==> config.mk <==
export PLATFORM = sky130hd
export DESIGN_NAME = addr_remap_stage
export DESIGN_NICKNAME = d
export VERILOG_FILES = /design/src/rtl/addr_remap_stage.sv
export SDC_FILE = /design/constraint.sdc
export NUM_CORES = 1
export LEC_CHECK = 0
export BUFFER_PORTS_ARGS = -buffer_cell sky130_fd_sc_hd__clkbuf_2
export CORE_ASPECT_RATIO = 0.7
export CORE_MARGIN = 3
export CORE_UTILIZATION = 42
export DETAILED_ROUTE_END_ITERATION = 16
export PLACE_DENSITY = 0.77
export REMOVE_ABC_BUFFERS = 1
export SLEW_MARGIN = 20
export SYNTH_ARGS = -nofsm -noshare
export SYNTH_HDL_FRONTEND = slang
export SYNTH_SLANG_ARGS = --single-unit
export TNS_END_PERCENT = 20
==> constraint.sdc <==
create_clock -name clk -period 1.7 [get_ports clk]
set_input_delay 0.17 -clock clk [delete_from_list [all_inputs] [get_ports clk]]
set_output_delay 0.17 -clock clk [all_outputs]
set_load 0.02 [all_outputs]
==> src/rtl/addr_remap_stage.sv <==
module addr_remap_stage #(
  parameter int MAX_OUT = 4,
  parameter int OF_W    = 8,
  parameter int VA_W    = 4,
  parameter int BA_W    = 3,
  parameter int RC_W    = 14
) (
  input  logic                                  clk,
  input  logic                                  rst_n,
  input  logic [2:0]                            mode_sel,
  input  logic                                  req_valid,
  output logic                                  req_ready,
  input  logic                                  req_write,
  input  logic [OF_W+VA_W+BA_W+RC_W-1:0]        req_addr,
  input  logic                                  cpl_valid,
  output logic                                  fwd_valid,
  input  logic                                  fwd_ready,
  output logic                                  fwd_write,
  output logic [OF_W+VA_W+BA_W+RC_W-1:0]        fwd_addr,
  output logic [VA_W-1:0]                       fwd_vault
);
  localparam int ADDR_W = OF_W + VA_W + BA_W + RC_W;
  localparam int CNT_W  = $clog2(MAX_OUT + 1);
  localparam int POS_W  = $clog2(ADDR_W);

  logic [CNT_W-1:0] inflight;
  logic [2:0]       mode_q;
  logic [2:0]       mode_ok;
  logic             admit, take, retire;
  logic [POS_W-1:0] va_pos, ba_pos, rc_pos;
  logic [VA_W-1:0]  va_f;
  logic [BA_W-1:0]  ba_f;
  logic [RC_W-1:0]  rc_f;

  assign admit     = inflight < CNT_W'(MAX_OUT);
  assign req_ready = fwd_ready & admit;
  assign fwd_valid = req_valid & admit;
  assign fwd_write = req_write;
  assign take      = req_valid & req_ready;
  assign retire    = cpl_valid & (inflight != '0);
  assign mode_ok   = (mode_sel > 3'd5) ? 3'd0 : mode_sel;

  always_ff @(posedge clk or negedge rst_n)
    if (!rst_n)
      inflight <= '0;
    else if (take != retire)
      inflight <= take ? inflight + 1'b1 : inflight - 1'b1;

  always_ff @(posedge clk or negedge rst_n)
    if (!rst_n)
      mode_q <= 3'd0;
    else if (inflight == '0)
      mode_q <= mode_ok;

  always_comb begin
    case (mode_q)
      3'd1: begin
        ba_pos = POS_W'(OF_W);
        va_pos = POS_W'(OF_W + BA_W);
        rc_pos = POS_W'(OF_W + BA_W + VA_W);
      end
      3'd2: begin
        va_pos = POS_W'(OF_W);
        rc_pos = POS_W'(OF_W + VA_W);
        ba_pos = POS_W'(OF_W + VA_W + RC_W);
      end
      3'd3: begin
        rc_pos = POS_W'(OF_W);
        va_pos = POS_W'(OF_W + RC_W);
        ba_pos = POS_W'(OF_W + RC_W + VA_W);
      end
      3'd4: begin
        ba_pos = POS_W'(OF_W);
        rc_pos = POS_W'(OF_W + BA_W);
        va_pos = POS_W'(OF_W + BA_W + RC_W);
      end
      3'd5: begin
        rc_pos = POS_W'(OF_W);
        ba_pos = POS_W'(OF_W + RC_W);
        va_pos = POS_W'(OF_W + RC_W + BA_W);
      end
      default: begin
        va_pos = POS_W'(OF_W);
        ba_pos = POS_W'(OF_W + VA_W);
        rc_pos = POS_W'(OF_W + VA_W + BA_W);
      end
    endcase
  end

  assign va_f      = req_addr[va_pos +: VA_W];
  assign ba_f      = req_addr[ba_pos +: BA_W];
  assign rc_f      = req_addr[rc_pos +: RC_W];
  assign fwd_addr  = {rc_f, ba_f, va_f, req_addr[OF_W-1:0]};
  assign fwd_vault = va_f;

  assert_cap_hold_R2: assert property (@(posedge clk) disable iff (!rst_n)
    (inflight == CNT_W'(MAX_OUT)) |-> (!req_ready && !fwd_valid));
  assert_no_overflow_R1: assert property (@(posedge clk) disable iff (!rst_n)
    take |-> (inflight != CNT_W'(MAX_OUT)));
  assert_both_stable_R3: assert property (@(posedge clk) disable iff (!rst_n)
    (take && cpl_valid && inflight != '0) |=> $stable(inflight));
  assert_idle_cpl_R4: assert property (@(posedge clk) disable iff (!rst_n)
    (inflight == '0 && !take) |=> (inflight == '0));
  assert_offset_keep_R5: assert property (@(posedge clk) disable iff (!rst_n)
    fwd_addr[OF_W-1:0] == req_addr[OF_W-1:0]);
  assert_mode_legal_R7: assert property (@(posedge clk) disable iff (!rst_n)
    mode_q <= 3'd5);
  assert_mode_frozen_R8: assert property (@(posedge clk) disable iff (!rst_n)
    (inflight != '0) |=> $stable(mode_q));
  assert_vault_match_R9: assert property (@(posedge clk) disable iff (!rst_n)
    fwd_vault == fwd_addr[OF_W +: VA_W]);
endmodule

==> results_dict.tcl <==
set metrics [dict create \
    pre_cts_ws_ns 0.00839 \
    via_count 1969 \
    rsz0062_at_grt "yes" \
    place_hpwl_mm 3.38 \
    clockBufferDepth 2 \
    synth-seq-area-share 0.101 \
    critPathMaxFanout 14 \
    fin_crit_sh 1.14 \
    avgSynthCellArea_um2 7.06 \
    setup_viol 24 \
    syn-cell-area_um2 1490 \
    hp-start "mode_sel[0]" \
    htreeDepth 1 \
    final_util 0.688 \
    r2r-start "inflight[2]" \
    use_met2 0.343 \
    cp_slowest_cell "dfrtp_2" \
    startpoint_type "flip-flop" \
    cap_viol_max_count 0 \
    ant_nets 0 \
    use_met3 0.0777 \
    fp.coreArea_um2 3280 \
    grt_max_degree 15 \
    slew_headroom 0.741 \
    syn_inst 211 \
    grtUsageTotal 0.241 \
    layout-drive-gt1-share 0.437 \
    grt_busiest_layer "met2" \
    cp.depth 5 \
    cp_slowest_stage_delay_ns 0.45 \
    vdd_ir_drop_max_uv 1020 \
    antenna_found_initial 0 \
    p_leak_nw 1.04 \
    crit_required_ns 1.53 \
    synth_edf_count 0 \
    finalNetCount 318 \
    drv_slew 0 \
    diodes 0 \
    boundaryPins 74 \
    dieHeight_um 55.8 \
    grt_pass1_wl_mm 8.49 \
    end_kind "primary output" \
    via_per_inst 6.08 \
    start_util 0.455 \
    routedWlPerCell_um 18.0 \
    synthArstFlopShare 1.00 \
    crit_type "reg2out" \
    die_w_um 77.2 \
    grt.overflow.total 0 \
    crit_arrival_ns 1.76 \
    hold_path_class "in2reg" \
    ys.flop_type "dfrtp_1" \
    cts.sinks 6 \
    ys_ff_latch 6 \
    status "complete, but fails checks" \
    r2r_slack_ns 0.03 \
    ys_warn_count 0 \
    cts_tree "yes" \
    syn_to_final_growth_pct 51.3 \
    setup_ws_ns -0.235 \
    clock.fmax_ghz 0.517 \
    die-area_um2 4310 \
    clk_pin_slew_ns 0.03 \
    critPathTopFamily "compound AO/OA/AOI/OAI gates" \
    crit_end "fwd_addr[18]" \
    clock_latency_ns 0.22 \
    path_cells "bufbuf_16, a21oi_1, a211oi_2, a221o_1, clkbuf_8" \
    buffer_ports.inserted 55 \
    worst_pin_slew_ns 0.387 \
    fin_worst_skew_ns 0.00124 \
    grt_util_met1 0.319 \
    crit_buf_inv 2 \
    clockRootBuffer "clkbuf_8" \
    fin_tns_setup_ns -2.26 \
    reg2reg_to "inflight[1]" \
    gp_congestion 0.940 \
    violations "negative setup slack" \
    power.density_nw_per_um2 1940 \
    synth.distinct_cells 48 \
    first_pass_iters 5 \
    drtIter0Drc 189 \
    wl_mm 5.84 \
    setup.worst_path.start "mode_q[2]" \
    first_global_vias 1800 \
    rows 17 \
    drc 0 \
    hold_viol 0 \
    fin_crit_ns 1.93 \
    cts_buffers 3 \
    rr_worst_depth 5 \
]
==> routing by layer <==
metal  share of wire  up-vias
li1                -      894
met1            0.40      877
met2            0.43      164
met3            0.12       34
met4           0.055        0
met5               0        -
==> per-stage QoR <==
step                cell area, um^2  total power, mW  std cells  hold slack [ns]
finish                         2250             4.37        324            0.182
global route                   2250             4.61        324            0.219
CTS                            2130             3.99        320            0.190
detailed placement             1770             3.10        300          0.00947
global placement               1770             3.07        300          0.00298
floorplan                      1270             2.10        181           -0.126
==> how the worst min path moves through the flow <==
stage | cells after the start | endpoint | slack, ns
after floorplan | 0 | inflight[0] | -0.13
after global placement | 1 | inflight[1] | 0.003
after detailed placement | 1 | inflight[1] | 0.009
after CTS | 3 | mode_q[0] | 0.19
after global routing | 3 | mode_q[0] | 0.22
final | 3 | mode_q[0] | 0.18
==> tightest hold or removal path: stages <==
cell	delay (ns)
clkbuf_2	0.08
nand2_1	0.05
o21ai_0	0.06
==> cell families (layout without fill, tap and decap cells) <==
kind of cell / Yosys count / count (layout) / share of synthesized area
compound gates: 71 / 71 / 0.320
simple gates: 71 / 71 / 0.222
buf+inv: 37 / 103 / 0.166
mux: 23 / 23 / 0.160
flops: 6 / 6 / 0.101
xor+xnor: 2 / 2 / 0.0168
fa+ha+maj: 1 / 1 / 0.0134
==> state kept, by name (all words and copies together) (netlist names) <==
name	flops
inflight	3
mode_q	3
==> synthesized netlist by cell type (2+ instances only) <==
cell type / instances / area share
nand2_1: 23 / 0.058
nor2b_1: 2 / 0.0084
inv_1: 7 / 0.018
a22oi_1: 4 / 0.020
mux2i_1: 19 / 0.13
a21oi_1: 19 / 0.064
a211oi_1: 4 / 0.020
o21ai_0: 12 / 0.040
buf_4: 17 / 0.086
a31oi_1: 3 / 0.013
mux2_2: 3 / 0.023
o22ai_1: 6 / 0.025
a32oi_1: 2 / 0.012
and2_1: 2 / 0.0084
dfrtp_1: 6 / 0.10
nand3_1: 5 / 0.017
buf_2: 5 / 0.017
or3_1: 2 / 0.0084
nor2_1: 23 / 0.058
o211ai_1: 2 / 0.010
clkbuf_1: 2 / 0.0050
o31ai_1: 2 / 0.010
nand2b_1: 8 / 0.034
a221o_1: 4 / 0.027
buf_6: 5 / 0.038
a311oi_1: 2 / 0.012
==> cell type report <==
class,count,area (um^2)
inverters,7,28.8
multi-input cells,168,1160
well taps,47,58.8
clock buffers,3,41.3
repair buffers,93,811
fillers,265,1020
flip-flops and latches,6,154
==> repair_timing <==
| item | 4_1_cts | 5_1_grt |
|---|---|---|
| resized for setup | 36 | 37 |
| hold endpoints to repair | 6 | 0 |
| endpoints found under the setup margin | 25 | 26 |
| gates cloned | 3 | 2 |
| setup buffers | 13 | 2 |
| hold buffers | 1 | 0 |
| pin swaps | 14 | 3 |
==> report_power, final <==
| group | internal, mW | switching, mW |
|---|---|---|
| sequential | 0.214 | 0.0898 |
| combinational | 1.89 | 1.96 |
| clock | 0.152 | 0.0593 |
==> placed cells by master, fill, tap and decap left out, drive strengths merged, types with 2 or more instances in the layout <==
cell type	netlist	final
mux2	4	4
a311oi	2	2
a22oi	4	4
inv	7	7
a211oi	5	5
nand3	5	5
and2b	2	2
o31ai	2	2
nor2	24	24
or3	2	2
a32oi	2	2
bufbuf	0	3
nand2b	8	8
nor2b	2	2
mux2i	19	19
a221o	4	4
o211ai	2	2
clkbuf	3	48
dfrtp	6	6
o21ai	12	12
buf	27	44
a31oi	3	3
nand2	23	23
and2	2	2
o22ai	6	6
a21oi	19	19
Power figures use the tool's default switching activity.
